$ cat src/rtl/flash_row_pkg.sv
package flash_row_pkg;

    localparam int ADDR_W = 24;
    localparam int HALF_W = 16;

    typedef enum logic [1:0] {
        SEL_CTRL   = 2'd0,
        SEL_ADR_LO = 2'd1,
        SEL_ADR_HI = 2'd2,
        SEL_KEY    = 2'd3
    } reg_sel_e;

    typedef enum logic [1:0] {
        ARM_IDLE = 2'd0,
        ARM_HALF = 2'd1,
        ARM_FULL = 2'd2
    } arm_e;

    localparam logic [HALF_W-1:0] KEY_FIRST  = 16'h0055;
    localparam logic [HALF_W-1:0] KEY_SECOND = 16'h00AA;

    localparam int CB_START = 0;
    localparam int CB_ERASE = 1;
    localparam int CB_KERR  = 2;
    localparam int CB_AERR  = 3;

    // Field order is the control read layout, bit 4 down to bit 0.
    typedef struct packed {
        logic busy;
        logic align_err;
        logic key_err;
        logic erase;
        logic start;
    } ctrl_view_t;

    function automatic logic [HALF_W-1:0] ctrl_word(ctrl_view_t c);
        return {{(HALF_W-$bits(ctrl_view_t)){1'b0}}, c};
    endfunction

endpackage

$ cat src/rtl/frc_unlock.sv
module frc_unlock
    import flash_row_pkg::*;
(
    input  logic              clk,
    input  logic              rst,
    input  logic              wr_en,
    input  reg_sel_e          sel,
    input  logic [HALF_W-1:0] wdata,
    output logic              armed
);
    arm_e state_q;

    always_ff @(posedge clk) begin
        if (rst) begin
            state_q <= ARM_IDLE;
        end else if (wr_en) begin
            if (sel != SEL_KEY)                                  state_q <= ARM_IDLE;
            else if (wdata == KEY_FIRST)                         state_q <= ARM_HALF;
            else if (state_q == ARM_HALF && wdata == KEY_SECOND) state_q <= ARM_FULL;
            else                                                 state_q <= ARM_IDLE;
        end
    end

    assign armed = (state_q == ARM_FULL);
endmodule

$ cat src/rtl/frc_row_latch.sv
module frc_row_latch
    import flash_row_pkg::*;
#(
    parameter int WORDS  = 32,
    parameter int WORD_W = 24,
    localparam int IDX_W = $clog2(WORDS)
) (
    input  logic              clk,
    input  logic              rst,
    input  logic              flush,
    input  logic              wr_lo,
    input  logic              wr_hi,
    input  logic [IDX_W-1:0]  wr_idx,
    input  logic [HALF_W-1:0] wr_data,
    input  logic [IDX_W-1:0]  rd_idx,
    output logic [WORD_W-1:0] rd_word
);
    localparam int HI_W = WORD_W - HALF_W;

    logic [WORD_W-1:0] mem [WORDS];

    for (genvar g = 0; g < WORDS; g++) begin : g_word
        always_ff @(posedge clk) begin
            if (rst || flush) begin
                mem[g] <= '1;
            end else if (wr_idx == IDX_W'(g)) begin
                if (wr_lo) mem[g][HALF_W-1:0]      <= wr_data;
                if (wr_hi) mem[g][WORD_W-1:HALF_W] <= wr_data[HI_W-1:0];
            end
        end
    end

    assign rd_word = mem[rd_idx];
endmodule

$ cat src/rtl/frc_sequencer.sv
module frc_sequencer #(
    parameter int WORDS = 32,
    localparam int IDX_W = $clog2(WORDS)
) (
    input  logic             clk,
    input  logic             rst,
    input  logic             launch,
    output logic             busy,
    output logic             done,
    output logic             finishing,
    output logic [IDX_W-1:0] idx
);
    localparam logic [IDX_W-1:0] LAST = IDX_W'(WORDS - 1);

    assign finishing = busy && (idx == LAST);

    always_ff @(posedge clk) begin
        if (rst) begin
            busy <= 1'b0;
            done <= 1'b0;
            idx  <= '0;
        end else begin
            done <= 1'b0;
            if (launch) begin
                busy <= 1'b1;
                idx  <= '0;
            end else if (finishing) begin
                busy <= 1'b0;
                done <= 1'b1;
                idx  <= '0;
            end else if (busy) begin
                idx <= idx + 1'b1;
            end
        end
    end
endmodule

$ cat src/rtl/flash_row_ctl.sv
module flash_row_ctl
    import flash_row_pkg::*;
#(
    parameter int WORDS_PER_ROW = 32,
    parameter int WORD_W        = 24
) (
    input  logic              clk,
    input  logic              rst,
    input  logic              tbl_wr_lo,
    input  logic              tbl_wr_hi,
    input  logic [ADDR_W-1:0] tbl_addr,
    input  logic [HALF_W-1:0] tbl_data,
    input  logic              reg_wr,
    input  logic [1:0]        reg_sel,
    input  logic [HALF_W-1:0] reg_wdata,
    input  logic [1:0]        rd_sel,
    output logic [HALF_W-1:0] rd_data,
    output logic              busy,
    output logic              done,
    output logic              fl_we,
    output logic [ADDR_W-2:0] fl_addr,
    output logic [WORD_W-1:0] fl_wdata
);
    localparam int IDX_W   = $clog2(WORDS_PER_ROW);
    localparam int ROW_LSB = IDX_W + 1;
    localparam int ROW_W   = ADDR_W - ROW_LSB;

    logic [ADDR_W-1:0] adr_q;
    logic              erase_q, start_q, key_err_q, align_err_q;
    logic              anchor_v;
    logic [ROW_W-1:0]  anchor_row;

    logic              armed, finishing;
    logic [IDX_W-1:0]  seq_idx;
    logic [WORD_W-1:0] latch_word;

    reg_sel_e          wsel;
    logic [ROW_W-1:0]  tbl_row;
    logic [IDX_W-1:0]  tbl_idx;
    logic              tbl_any, row_bad, reg_ok, ctrl_wr, go_req, launch;

    assign wsel    = reg_sel_e'(reg_sel);
    assign tbl_row = tbl_addr[ADDR_W-1:ROW_LSB];
    assign tbl_idx = tbl_addr[ROW_LSB-1:1];
    assign tbl_any = (tbl_wr_lo || tbl_wr_hi) && !busy;
    assign row_bad = anchor_v && (tbl_row != anchor_row);
    assign reg_ok  = reg_wr && !busy;
    assign ctrl_wr = reg_ok && (wsel == SEL_CTRL);
    assign go_req  = ctrl_wr && reg_wdata[CB_START];
    assign launch  = go_req && armed && !(align_err_q && !reg_wdata[CB_ERASE]);

    frc_unlock u_unlock (
        .clk   (clk),
        .rst   (rst),
        .wr_en (reg_ok),
        .sel   (wsel),
        .wdata (reg_wdata),
        .armed (armed)
    );

    frc_row_latch #(.WORDS(WORDS_PER_ROW), .WORD_W(WORD_W)) u_latch (
        .clk     (clk),
        .rst     (rst),
        .flush   (finishing && !erase_q),
        .wr_lo   (tbl_wr_lo && !busy && !row_bad),
        .wr_hi   (tbl_wr_hi && !busy && !row_bad),
        .wr_idx  (tbl_idx),
        .wr_data (tbl_data),
        .rd_idx  (seq_idx),
        .rd_word (latch_word)
    );

    frc_sequencer #(.WORDS(WORDS_PER_ROW)) u_seq (
        .clk       (clk),
        .rst       (rst),
        .launch    (launch),
        .busy      (busy),
        .done      (done),
        .finishing (finishing),
        .idx       (seq_idx)
    );

    always_ff @(posedge clk) begin
        if (rst) begin
            adr_q       <= '0;
            erase_q     <= 1'b0;
            start_q     <= 1'b0;
            key_err_q   <= 1'b0;
            align_err_q <= 1'b0;
            anchor_v    <= 1'b0;
            anchor_row  <= '0;
        end else begin
            if (tbl_any) begin
                adr_q <= tbl_addr;
                if (row_bad) begin
                    align_err_q <= 1'b1;
                end else if (!anchor_v) begin
                    anchor_v   <= 1'b1;
                    anchor_row <= tbl_row;
                end
            end
            if (reg_ok && wsel == SEL_ADR_LO) adr_q[HALF_W-1:0]      <= reg_wdata;
            if (reg_ok && wsel == SEL_ADR_HI) adr_q[ADDR_W-1:HALF_W] <= reg_wdata[ADDR_W-HALF_W-1:0];
            if (ctrl_wr) begin
                erase_q <= reg_wdata[CB_ERASE];
                if (!reg_wdata[CB_KERR]) key_err_q <= 1'b0;
                if (!reg_wdata[CB_AERR]) begin
                    align_err_q <= 1'b0;
                    anchor_v    <= 1'b0;
                end
                if (go_req && !armed) key_err_q <= 1'b1;
                if (launch) start_q <= 1'b1;
            end
            if (finishing) begin
                start_q  <= 1'b0;
                anchor_v <= 1'b0;
            end
        end
    end

    assign fl_we    = busy;
    assign fl_addr  = {adr_q[ADDR_W-1:ROW_LSB], seq_idx};
    assign fl_wdata = erase_q ? '1 : latch_word;

    ctrl_view_t view;
    assign view = '{busy: busy, align_err: align_err_q, key_err: key_err_q,
                    erase: erase_q, start: start_q};

    always_comb begin
        unique case (reg_sel_e'(rd_sel))
            SEL_CTRL:   rd_data = ctrl_word(view);
            SEL_ADR_LO: rd_data = adr_q[HALF_W-1:0];
            SEL_ADR_HI: rd_data = {{(2*HALF_W-ADDR_W){1'b0}}, adr_q[ADDR_W-1:HALF_W]};
            default:    rd_data = '0;
        endcase
    end
endmodule

$ cat config.mk
export PLATFORM = sky130hd
export DESIGN_NAME = flash_row_ctl
export DESIGN_NICKNAME = d
export VERILOG_FILES = /design/src/rtl/flash_row_pkg.sv /design/src/rtl/frc_unlock.sv /design/src/rtl/frc_row_latch.sv /design/src/rtl/frc_sequencer.sv /design/src/rtl/flash_row_ctl.sv
export SDC_FILE = /design/constraint.sdc
export NUM_CORES = 1
export LEC_CHECK = 0
export ABC_AREA = 1
export BUFFER_PORTS_ARGS = -buffer_cell sky130_fd_sc_hd__buf_2
export CORE_MARGIN = 2
export CORE_UTILIZATION = 50
export CTS_CLUSTER_DIAMETER = 150
export DETAILED_ROUTE_END_ITERATION = 10
export PLACE_DENSITY = 0.68
export SLEW_MARGIN = 30
export SYNTH_ARGS = -nofsm -noshare
export SYNTH_HDL_FRONTEND = slang
export SYNTH_SLANG_ARGS = --single-unit
$ cat constraint.sdc
create_clock -name clk -period 2.7 [get_ports clk]
set_clock_uncertainty 0.2 [all_clocks]
set_input_delay 0.405 -clock clk [delete_from_list [all_inputs] [get_ports clk]]
set_output_delay 0.405 -clock clk [all_outputs]
set_load 0.01 [all_outputs]
* Yosys cells after proc, flatten, opt, wreduce, memory -nomap -nowiden
Memory sizes are Yosys's and may differ from the RTL's. A register that Yosys moved wholly into a read port is not among the register bits.
Cells that the tools add are included.
** Storage, ports and cells
- Bits of input ports :: 65
- Bits in registers :: 56
- Bits in writable memories :: 768
- Memories kept :: 1
- Output and inout bits :: 66
** Memories
- u_latch.mem :: words 32, width 24, read ports 1, clocked after memory_dff 1, wr ports 32, RTL line frc_row_latch.sv:20 : logic [WORD_W-1:0] mem [WORDS];
** Operators by class
- Reductions and logical operators :: 38
- Mux-type cells :: 283
- Bitwise operators :: 66
- Equal/unequal tests :: 43
- Add/subtract/negate cells :: 1
** Operator list (number)
- $mux W16 :: 33
- $mux W8 :: 33
- $mux W1 :: 209
- $eq A5 B5 Y1 const B :: 17
- $or A1 B1 Y1 :: 64
- $mux W24 :: 2
- $pmux W16 S3 :: 1
- $eq A5 B4 Y1 const B :: 8
- $eq A5 B3 Y1 const B :: 4
- $logic_and A1 B1 Y1 :: 18
- $ne A18 B18 Y1 :: 1
- $eq A16 B7 Y1 const B :: 1
- $eq A16 B8 Y1 const B :: 1
- $eq A5 B2 Y1 const B :: 2
- $mux W5 :: 2
- $eq A2 B1 Y1 const B :: 3
- $eq A2 B2 Y1 const B :: 3
- $logic_not A1 Y1 :: 6
- $mux W2 :: 3
- $reduce_bool A2 Y1 :: 3
- $add A5 B1 Y5 const B :: 1
- $eq A5 B1 Y1 const B :: 1
- $logic_not A5 Y1 :: 1
- $logic_not A2 Y1 :: 2
- 8 further kinds :: 12

* Logic depth before layout (Yosys ltp)
Gate-level depths: netlist of the first run.
- Depth after elaboration :: 9
- Depth in mapped cells :: 12
- Mapped depth without buffers :: 10

* Cells and area by module
A second synthesis of the first run with hierarchy kept.
** Unflattened totals
- Cell total of the unflattened synthesis :: 4247
- Area, all modules :: 38984.9 um^2
** Modules (own cells, without submodules)
- frc_row_latch :: cells an instance 3741, times used 1, area each 35561.6 um^2
- flash_row_ctl :: cells an instance 427, times used 1, area each 2902.8 um^2
- frc_sequencer :: cells an instance 40, times used 1, area each 327.8 um^2
- frc_unlock :: cells an instance 39, times used 1, area each 192.7 um^2

* Least setup slack after synthesis of the first run
OpenSTA, ideal clock, no wires.
- Kind :: register to register
- From :: reg u_seq.idx[0]
- To :: mem u_latch.mem[0][0], enable pin
- Setup slack :: -0.027 ns
- Library setup time :: 0.362 ns
- Period minus slack after synthesis :: 2.727 ns
- Buffers on the path :: 3
- Stages on the path, launching flop included :: 11
- Data arrival time :: 2.165 ns
- Data required time :: 2.138 ns
- Path through :: dfxtp_1 -> ha_1 -> and3_1 -> ha_1 -> nand2_1 -> inv_1 -> a21oi_2 -> buf_2 -> clkbuf_1 -> buf_2 -> nand2_1
** RTL lines
- start: declaration :: RTL line frc_sequencer.sv:11 : output logic [IDX_W-1:0] idx
- start signal: assignment :: RTL line frc_sequencer.sv:32 : idx <= idx + 1'b1;
- end: declaration :: RTL line frc_row_latch.sv:20

==> Flow_metrics.wiki, run 1 <==
{| class="wikitable"
! Metric !! Value
|-
| Skew-Pair Late Insertion Delay || 0.64 ns
|-
| Number of buffers between clock root and the deepest sink || 3
|-
| Antenna violations before repair || 1
|-
| Net Count, Synth || 4114
|-
| Leakage power || approximately 15 nW
|-
| Buffer cell driving the clock tree root || sky130_fd_sc_hd__clkbuf_16
|-
| Worst relative slew slack || 30.7%
|-
| Critical path depth || 12
|-
| Fmax achieved || 0.304 GHz
|-
| DRC marker count from the first detailed-route iteration || about 4600
|-
| Status || finished with violations
|-
| Min Hold Slack || 0.0238 ns
|-
| Clock edge transition at the registers on the reported setup and hold paths || around 0.06 ns
|-
| Min cycle time layout || 3.28 ns
|-
| Sequential area share after synthesis || roughly 60%
|-
| Ratio of final minimum period to clock period || 122%
|-
| Termination of the worst setup path || fl_wdata[3]
|-
| Final Max Tran Viols || 0
|-
| N_diodes || 0
|-
| Detail Route Antenna Nets || 0
|-
| Number of instances on the worst hold path || 4
|-
| Total congestion overflow after global routing || 0
|-
| Count of yosys warnings during synthesis || 0
|-
| Final design utilization || 62.1%
|-
| Number of global-route vias before repair || 32900
|-
| Placer's final routability congestion estimate || ~0.94
|-
| Slowest cell on the critical path || sky130_fd_sc_hd__dfxtp_4
|-
| Violations in the final reports || negative setup slack
|-
| Final total negative setup slack || -12.77 ns
|-
| Number of detailed-route iterations in the first pass || 8
|-
| Placed Cells incl. Taps || 5112
|-
| Die outline height || 288 um
|-
| Crit Reg-Reg Endpoint || u_latch.mem[5][16]$_SDFFCE_PN1P_
|-
| Drc violations || 0
|-
| Final worst-path setup slack || -0.585 ns
|-
| Pwr Total || 28.2 mW
|-
| Slack of the worst reg-to-reg path || 0.08 ns
|-
| Floorplan Core Area || about 80000 um^2
|-
| Area growth from synthesis to layout || 23.3%
|-
| Final-report setup violation count || 24
|-
| H-tree depth reported by CTS || 3
|-
| Count of final hold-check violations || 0
|-
| Placed wire-length estimate after detailed placement || 79.3 mm
|-
| WL final || 132 mm
|-
| Die Wd || between 200 and 300 um
|-
| Setup repair after global routing missed its margin || yes
|-
| Number of core rows || ~100
|-
| Total via count after detailed routing || 34900
|-
| DR WL/cell || around 25 um
|-
| IO Pins || roughly 130
|-
| Buffers on Ports || 130
|-
| Largest stage delay, worst path || 0.39 ns
|-
| Mapped Cells || 4047
|-
| Total CTS buffers || 85
|-
| Fraction of layout cells with a size suffix above 1 || 21.0%
|-
| Starting density of the core || 50.4%
|-
| Number of max-cap violations || 0
|-
| Largest fanout on the critical path || 6
|-
| Arrival @ worst endpoint || approximately 2.7 ns
|-
| Hold Crit Class || input port to flop
|-
| Worst reg2reg path startpoint || u_seq.idx[0]$_SDFFE_PP0P_
|-
| Post-synthesis instance area || just over 40000 um^2
|-
| Routed vias/inst || ~6.5
|-
| Nets || around 4300
|-
| Global-route wire length before repair || around 190 mm
|-
| Post-synth cell types || 33
|-
| Category of cells accounting for the largest share of critical-path delay || buffers and inverters
|-
| Crit Path Class || flop to output port
|-
| Critical path buffers and inverters || 6
|-
| Total routing usage reported by global routing || a little under a third
|-
| Floorplan die area || about 83000 um^2
|-
| Power per cell area || 565 nW/um^2
|-
| Worst Setup End Kind || output port
|-
| # clock sinks || 829
|-
| Critical Path Source Type || flop
|-
| Crit-path cells || buf_12 > inv_16 > buf_12 > buf_4 > buf_4 > nor2_1 > o211ai_1 > nand3_1 > nand2_1 > nand2_2 > nand3_4 > buf_6
|-
| Worst voltage drop across the vdd grid || 465 uV
|-
| Pin count of the biggest net entering global routing || 78
|-
| Required time at the worst-slack endpoint || 2.10 ns
|-
| TritonCTS clock tree || built
|-
| #FFs+latches synth || 829
|-
| Count of non-filler cells in the finished layout || 5373
|-
| Avg Synthesized Cell Area || roughly 10 um^2
|-
| Worst-margin pin slew || 1.04 ns
|-
| Cells on worst reg2reg path || 11
|}
worst reg2reg max path, stage by stage (launching register included):
cell                      delay (ns)
sky130_fd_sc_hd__dfxtp_1        0.34
sky130_fd_sc_hd__ha_1           0.21
sky130_fd_sc_hd__and3_1         0.18
sky130_fd_sc_hd__ha_1           0.19
sky130_fd_sc_hd__nand2_2        0.11
sky130_fd_sc_hd__inv_2          0.07
sky130_fd_sc_hd__a21oi_4        0.15
sky130_fd_sc_hd__buf_4          0.15
sky130_fd_sc_hd__buf_12         0.20
sky130_fd_sc_hd__buf_16         0.22
sky130_fd_sc_hd__buf_4          0.22
sky130_fd_sc_hd__nand4_1        0.10
cells in the final DEF (no fill, tap or decap), types with 7 or more instances in the layout:
cell type / synthesis / routed
sky130_fd_sc_hd__nand4_1: 770 / 770
sky130_fd_sc_hd__buf_8: 0 / 8
sky130_fd_sc_hd__nand3_4: 0 / 8
sky130_fd_sc_hd__inv_1: 90 / 87
sky130_fd_sc_hd__clkbuf_16: 0 / 106
sky130_fd_sc_hd__buf_6: 11 / 49
sky130_fd_sc_hd__buf_2: 139 / 115
sky130_fd_sc_hd__a211oi_1: 7 / 7
sky130_fd_sc_hd__buf_16: 0 / 18
sky130_fd_sc_hd__o22ai_1: 7 / 7
sky130_fd_sc_hd__buf_4: 34 / 273
sky130_fd_sc_hd__nor3_1: 13 / 7
sky130_fd_sc_hd__clkbuf_1: 308 / 22
sky130_fd_sc_hd__nor2_1: 637 / 594
sky130_fd_sc_hd__o21ai_1: 0 / 87
sky130_fd_sc_hd__xor2_1: 10 / 10
sky130_fd_sc_hd__inv_2: 12 / 12
sky130_fd_sc_hd__clkinv_1: 3 / 21
sky130_fd_sc_hd__dlygate4sd3_1: 0 / 43
sky130_fd_sc_hd__clkinv_2: 0 / 12
sky130_fd_sc_hd__nor4_1: 7 / 7
sky130_fd_sc_hd__edfxtp_1: 768 / 768
sky130_fd_sc_hd__nand3_2: 0 / 24
sky130_fd_sc_hd__o21ai_2: 0 / 35
sky130_fd_sc_hd__nor3_2: 5 / 8
sky130_fd_sc_hd__nand2_1: 308 / 262
sky130_fd_sc_hd__a21oi_1: 38 / 38
sky130_fd_sc_hd__bufbuf_16: 0 / 9
sky130_fd_sc_hd__nand3_1: 137 / 105
sky130_fd_sc_hd__nand2_2: 1 / 46
sky130_fd_sc_hd__dfxtp_1: 61 / 56
sky130_fd_sc_hd__o21ai_0: 433 / 308
sky130_fd_sc_hd__nor2_2: 0 / 41
sky130_fd_sc_hd__buf_12: 0 / 103
sky130_fd_sc_hd__o211ai_1: 197 / 197
layout make-up:
cell class              instances  area [um^2]
clock inverters                41          368
multi-input cells            2588        14100
fillers                      6082        30400
flip-flops and latches        829        24300
inverters                     105          415
repair buffers                634         6980
repair inverters                2         27.5
clock buffers                 114         2360
well taps                    1060         1330
metrics by stage:
stage	cell area, um^2	setup WS (ns)
2_1_floorplan	40400	-0.0270
3_3_place_gp	44500	-0.0699
3_5_place_dp	44500	-0.0774
4_1_cts	49100	-0.543
5_1_grt	49900	-0.628
6_report	49900	-0.585
timing repair:
| item | 4_1_cts | 5_1_grt |
|---|---|---|
| hold buffers | 43 | 0 |
| setup endpoints to repair | 24 | 710 |
| pin swaps | 91 | 53 |
| gates cloned | 18 | 16 |
| resized for setup | 282 | 106 |
| hold endpoints to repair | 49 | 0 |
| setup buffers | 24 | 9 |
registers in the layout, summed over array words and instances, names as in the netlist, named ones only:
name and cells:
u_seq.idx 5, u_unlock.state_q 2, anchor_row 18, u_seq.done 1, anchor_v 1, align_err_q 1
key_err_q 1, adr_q 24, start_q 1, u_latch.mem 768, erase_q 1, u_seq.busy 1
report_power, final:
group	internal [mW]	switching, mW	leakage (nW)
Clock	6.72	5.00	1.33
Sequential	14.1	0.0686	6.03
Combinational	0.730	1.54	7.42
Total	21.6	6.62	14.8
layer usage:
metal	wire length [um]	track usage [%]	vias up
met2	63200	49.9	2220
met5	11	0	-
met1	48600	39.6	16700
li1	-	-	15500
met3	14000	5.61	393
met4	6280	14.9	2
cells in the mapped netlist:
cell type                    n  area, um^2
sky130_fd_sc_hd__a21oi_4     1        16.3
sky130_fd_sc_hd__a211oi_1    7        52.6
sky130_fd_sc_hd__clkinv_1    3        11.3
sky130_fd_sc_hd__nor2_1    637        2390
sky130_fd_sc_hd__buf_1      33         124
sky130_fd_sc_hd__edfxtp_1  768       23100
sky130_fd_sc_hd__dfxtp_1    61        1220
sky130_fd_sc_hd__ha_1        2        25.0
sky130_fd_sc_hd__clkbuf_1  308        1160
sky130_fd_sc_hd__buf_4      34         255
sky130_fd_sc_hd__o22ai_1     7        43.8
sky130_fd_sc_hd__and2_0      1        6.26
sky130_fd_sc_hd__nand2_1   308        1160
sky130_fd_sc_hd__nor3_4      1        16.3
sky130_fd_sc_hd__nor3_2      5        50.1
sky130_fd_sc_hd__inv_1      90         338
sky130_fd_sc_hd__and3_1      1        6.26
sky130_fd_sc_hd__inv_2      12        45.0
sky130_fd_sc_hd__o221ai_1    3        26.3
sky130_fd_sc_hd__nand4_1   770        4820
sky130_fd_sc_hd__nand3_1   137         686
sky130_fd_sc_hd__xor2_1     10        87.6
sky130_fd_sc_hd__nand2_2     1        6.26
sky130_fd_sc_hd__nor4_1      7        43.8
sky130_fd_sc_hd__buf_2     139         696
sky130_fd_sc_hd__buf_6      11         124
sky130_fd_sc_hd__or2_2       1        6.26
sky130_fd_sc_hd__o211ai_1  197        1480
sky130_fd_sc_hd__a21oi_2     2        17.5
sky130_fd_sc_hd__o21ai_0   433        2170
sky130_fd_sc_hd__a21oi_1    38         190
sky130_fd_sc_hd__nor3_1     13        65.1
sky130_fd_sc_hd__a31oi_1     6        37.5
worst min path at each step:
stage | startpoint | to | slack [ns]
2_1_floorplan | anchor_row[12]$_SDFFE_PP0P_ | anchor_row[12]$_SDFFE_PP0P_ | 0.24
3_3_place_gp | anchor_row[5]$_SDFFE_PP0P_ | anchor_row[5]$_SDFFE_PP0P_ | 0.24
3_5_place_dp | anchor_row[7]$_SDFFE_PP0P_ | anchor_row[7]$_SDFFE_PP0P_ | 0.25
4_1_cts | tbl_addr[18] | anchor_row[12]$_SDFFE_PP0P_ | 0.004
5_1_grt | tbl_addr[18] | anchor_row[12]$_SDFFE_PP0P_ | 0.04
6_report | tbl_addr[18] | anchor_row[12]$_SDFFE_PP0P_ | 0.02
kinds of logic after synthesis:
| kind of cell | share of synthesized area [%] |
|---|---|
| AND/OR/NAND/NOR | 22.9 |
| flip-flops | 60.1 |
| XOR/XNOR | 0.217 |
| buffers and inverters | 6.80 |
| AO/OA/AOI/OAI | 9.97 |
| adder cells (fa/ha/maj) | 0.0619 |
Note: power is estimated with default switching activity, not from simulation.
==> run 2, diff against run 1 <==
--- a/config.mk
+++ b/config.mk
@@ -9,6 +9,7 @@
 export BUFFER_PORTS_ARGS = -buffer_cell sky130_fd_sc_hd__buf_2
 export CORE_MARGIN = 2
 export CORE_UTILIZATION = 50
+export CTS_BUF_LIST = sky130_fd_sc_hd__clkbuf_4 sky130_fd_sc_hd__clkbuf_8 sky130_fd_sc_hd__clkbuf_16
 export CTS_CLUSTER_DIAMETER = 150
 export DETAILED_ROUTE_END_ITERATION = 10
 export PLACE_DENSITY = 0.68
==> run 2 against run 1 <==
Against the previous run:
- the flow still finishes with violations (negative setup slack)
- register-to-register slack about the same
- sequential power about the same
- clock power about the same
- core utilization increased by 0.11 points
- largest cell class unchanged
==> Flow_metrics.wiki, run 2 (synthesis results as in run 1) <==
{| class="wikitable"
! Metric !! Value
|-
| Status || finished with violations
|-
| Violations in the final reports || negative setup slack
|-
| Antenna violations before repair || 2 (+1)
|-
| Number of detailed-route iterations in the first pass || 8 (unchanged)
|-
| Floorplan die area || 83100 um^2 (unchanged)
|-
| Reg with most FFs || u_latch.mem
|-
| Number of buffers between clock root and the deepest sink || 3 (unchanged)
|-
| Commonest non-fill, non-tap cells in the layout || 770 x sky130_fd_sc_hd__nand4_1, 768 x sky130_fd_sc_hd__edfxtp_1, 587 x sky130_fd_sc_hd__nor2_1
|-
| Final worst-path setup slack || -0.580 ns (+0.00449 ns)
|-
| Number of max-cap violations || 0 (unchanged)
|-
| Worst Setup End Kind || output port
|-
| Worst reg2reg path startpoint || u_seq.idx[1]$_SDFFE_PP0P_
|-
| Floorplan Core Area || 80300 um^2 (unchanged)
|-
| Power per cell area || 569 nW/um^2 (+0.66%)
|-
| Area of the multi-input gates || 14100 um^2 (-0.11%)
|-
| Final Max Tran Viols || 0 (unchanged)
|-
| Worst-margin pin slew || 1.00 ns (-0.0367 ns)
|-
| Setup repair after global routing missed its margin || yes
|-
| TritonCTS clock tree || built
|-
| Clock edge transition at the registers on the reported setup and hold paths || 0.06 ns (about the same)
|-
| Final-report setup violation count || 24 (unchanged)
|-
| Global-route wire length before repair || 194 mm (about the same)
|-
| Worst relative slew slack || 33.1% (+2.4 points)
|-
| Die Wd || 288 um (unchanged)
|-
| Flip-flop count of the largest register after layout || 768 (unchanged)
|-
| Min cycle time layout || 3.28 ns (-0.00449 ns)
|-
| H-tree depth reported by CTS || 3 (unchanged)
|-
| Pwr Total || 28.4 mW (+0.83%)
|-
| Total via count after detailed routing || 34900 (-0.0057%)
|-
| Drc violations || 0 (unchanged)
|-
| Total CTS buffers || 85 (unchanged)
|-
| Total of fill cells in the finished design || 6133 (+0.84%)
|-
| Final total negative setup slack || -12.55 ns (+0.219 ns)
|-
| Total routing usage reported by global routing || 30.6% (about the same)
|-
| Buffer cell driving the clock tree root || sky130_fd_sc_hd__clkbuf_16
|-
| Cells on worst reg2reg path || 11 (unchanged)
|-
| # clock sinks || 829 (unchanged)
|-
| IO Pins || 131 (unchanged)
|-
| Total congestion overflow after global routing || 0 (unchanged)
|-
| Placed wire-length estimate after detailed placement || 79.3 mm (unchanged)
|-
| Routed vias/inst || 6.49 (about the same)
|-
| DR WL/cell || 24.6 um (about the same)
|-
| Number of core rows || 104 (unchanged)
|-
| Slack of the worst reg-to-reg path || 0.07 ns (about the same)
|-
| Count of non-filler cells in the finished layout || 5374 (+0.019%)
|-
| Most common library cell in the layout ignoring fill and taps || sky130_fd_sc_hd__nand4_1
|-
| Detail Route Antenna Nets || 0 (unchanged)
|-
| Fraction of layout cells with a size suffix above 1 || 21.3% (+0.32 points)
|-
| Number of global-route vias before repair || 32900 (+0.0091%)
|-
| Arrival @ worst endpoint || 2.68 ns (about the same)
|-
| Crit Reg-Reg Endpoint || u_latch.mem[29][0]$_SDFFCE_PN1P_
|-
| Pin count of the biggest net entering global routing || 78 (unchanged)
|-
| Pre-CTS WS || -0.0774 ns (unchanged)
|-
| Fmax achieved || 0.305 GHz (+0.14%)
|-
| Required time at the worst-slack endpoint || 2.10 ns (about the same)
|-
| Nets || 4312 (unchanged)
|-
| Crit Path Class || flop to output port
|-
| Leakage power || 14.8 nW (+0.17%)
|-
| Termination of the worst setup path || fl_wdata[0]
|-
| Largest fanout on the critical path || 8 (+2)
|-
| Ratio of final minimum period to clock period || 121% (-0.17 points)
|-
| Top Registers || u_latch.mem: 768 flops, adr_q: 24 flops, anchor_row: 18 flops
|-
| Skew-Pair Late Insertion Delay || 0.64 ns (about the same)
|-
| Critical Path Source Type || flop
|-
| Placer's final routability congestion estimate || 0.937 (unchanged)
|-
| Die outline height || 288 um (unchanged)
|-
| Worst voltage drop across the vdd grid || 485 uV (+4.3%)
|-
| Placed Cells incl. Taps || 5112 (unchanged)
|-
| Hold Crit Class || input port to flop
|-
| Starting density of the core || 50.4% (unchanged)
|-
| DRC marker count from the first detailed-route iteration || 4646 (+0.72%)
|-
| Storage cell area || 24300 um^2 (about the same)
|-
| Count of final hold-check violations || 0 (unchanged)
|-
| Buffers on Ports || 130 (unchanged)
|-
| WL final || 132 mm (about the same)
|-
| Area growth from synthesis to layout || 23.5%
|}
==> run 2: cell count changes in the layout (fill, tap and decap cells not counted), moves of 9 or more <==
cell and change:
sky130_fd_sc_hd__clkbuf_1 -22, sky130_fd_sc_hd__clkbuf_4 +22, sky130_fd_sc_hd__o21ai_2 -24, sky130_fd_sc_hd__nor2_4 +9, sky130_fd_sc_hd__buf_12 +9, sky130_fd_sc_hd__o21ai_0 +28
==> run 2: where the power goes <==
| part | total [mW] | internal [mW] | switching (mW) |
|---|---|---|---|
| Combinational | 2.27 | 0.725 | 1.54 |
| Clock | 12.0 | 6.94 | 5.02 |
| Sequential | 14.2 | 14.1 | 0.0686 |
| Total | 28.4 | 21.8 | 6.64 |
==> run 2: metal layers <==
| layer | GRT usage (%) | up-vias | wire length [um] |
|---|---|---|---|
| li1 | - | 15500 | - |
| met1 | 39.7 | 16800 | 49000 |
| met2 | 49.7 | 2185 | 62900 |
| met3 | 5.42 | 385 | 14100 |
| met4 | 15.1 | 0 | 6080 |
| met5 | 0 | - | 0 |
==> run 2: layout make-up <==
type,count,area share [%]
Antenna cell,1,0.00501
Multi-Input combinational cell,2588,28.2
Tap cell,1060,2.66
Inverter,105,0.832
Sequential cell,829,48.7
Timing Repair Buffer,635,14.0
Timing Repair inverter,1,0.0225
Clock buffer,114,4.90
Clock inverter,41,0.737
==> run 2: worst min-delay path by stage <==
stage,start,end,slack (ns),depth (start not counted)
after floorplan,anchor_row[12]$_SDFFE_PP0P_,anchor_row[12]$_SDFFE_PP0P_,0.24,2
after global placement,anchor_row[5]$_SDFFE_PP0P_,anchor_row[5]$_SDFFE_PP0P_,0.24,2
after detailed placement,anchor_row[7]$_SDFFE_PP0P_,anchor_row[7]$_SDFFE_PP0P_,0.25,2
after CTS,tbl_addr[18],anchor_row[12]$_SDFFE_PP0P_,0.004,4
after global routing,tbl_addr[18],anchor_row[12]$_SDFFE_PP0P_,0.04,4
final,tbl_addr[18],anchor_row[12]$_SDFFE_PP0P_,0.02,4
==> run 2: critical path: stages (launching register included) <==
cell and delay [ns]:
sky130_fd_sc_hd__dfxtp_4 0.37, sky130_fd_sc_hd__buf_12 0.16, sky130_fd_sc_hd__inv_16 0.12, sky130_fd_sc_hd__buf_16 0.16
sky130_fd_sc_hd__buf_4 0.12, sky130_fd_sc_hd__nor2_1 0.04, sky130_fd_sc_hd__o211ai_1 0.33, sky130_fd_sc_hd__nand3_1 0.19
sky130_fd_sc_hd__nand2_1 0.12, sky130_fd_sc_hd__nand2_2 0.09, sky130_fd_sc_hd__nand3_4 0.16, sky130_fd_sc_hd__buf_2 0.16
==> run 2: metrics by stage <==
step,util (%),hold slack (ns),area (um^2)
3_3_place_gp,55.4,0.244,44500
3_5_place_dp,55.4,0.254,44500
6_report,62.2,0.0246,49900
5_1_grt,62.2,0.0363,49900
2_1_floorplan,-,0.236,40400
4_1_cts,61.3,0.00358,49200
==> run 2: repair_timing <==
action / 4_1_cts / 5_1_grt
cloned: 19 / 10
hold buffers: 43 / 0
setup buffers: 23 / 12
endpoints found under the hold margin: 49 / 0
endpoints found under the setup margin: 24 / 689
pin swaps: 86 / 87
resized for setup: 222 / 141
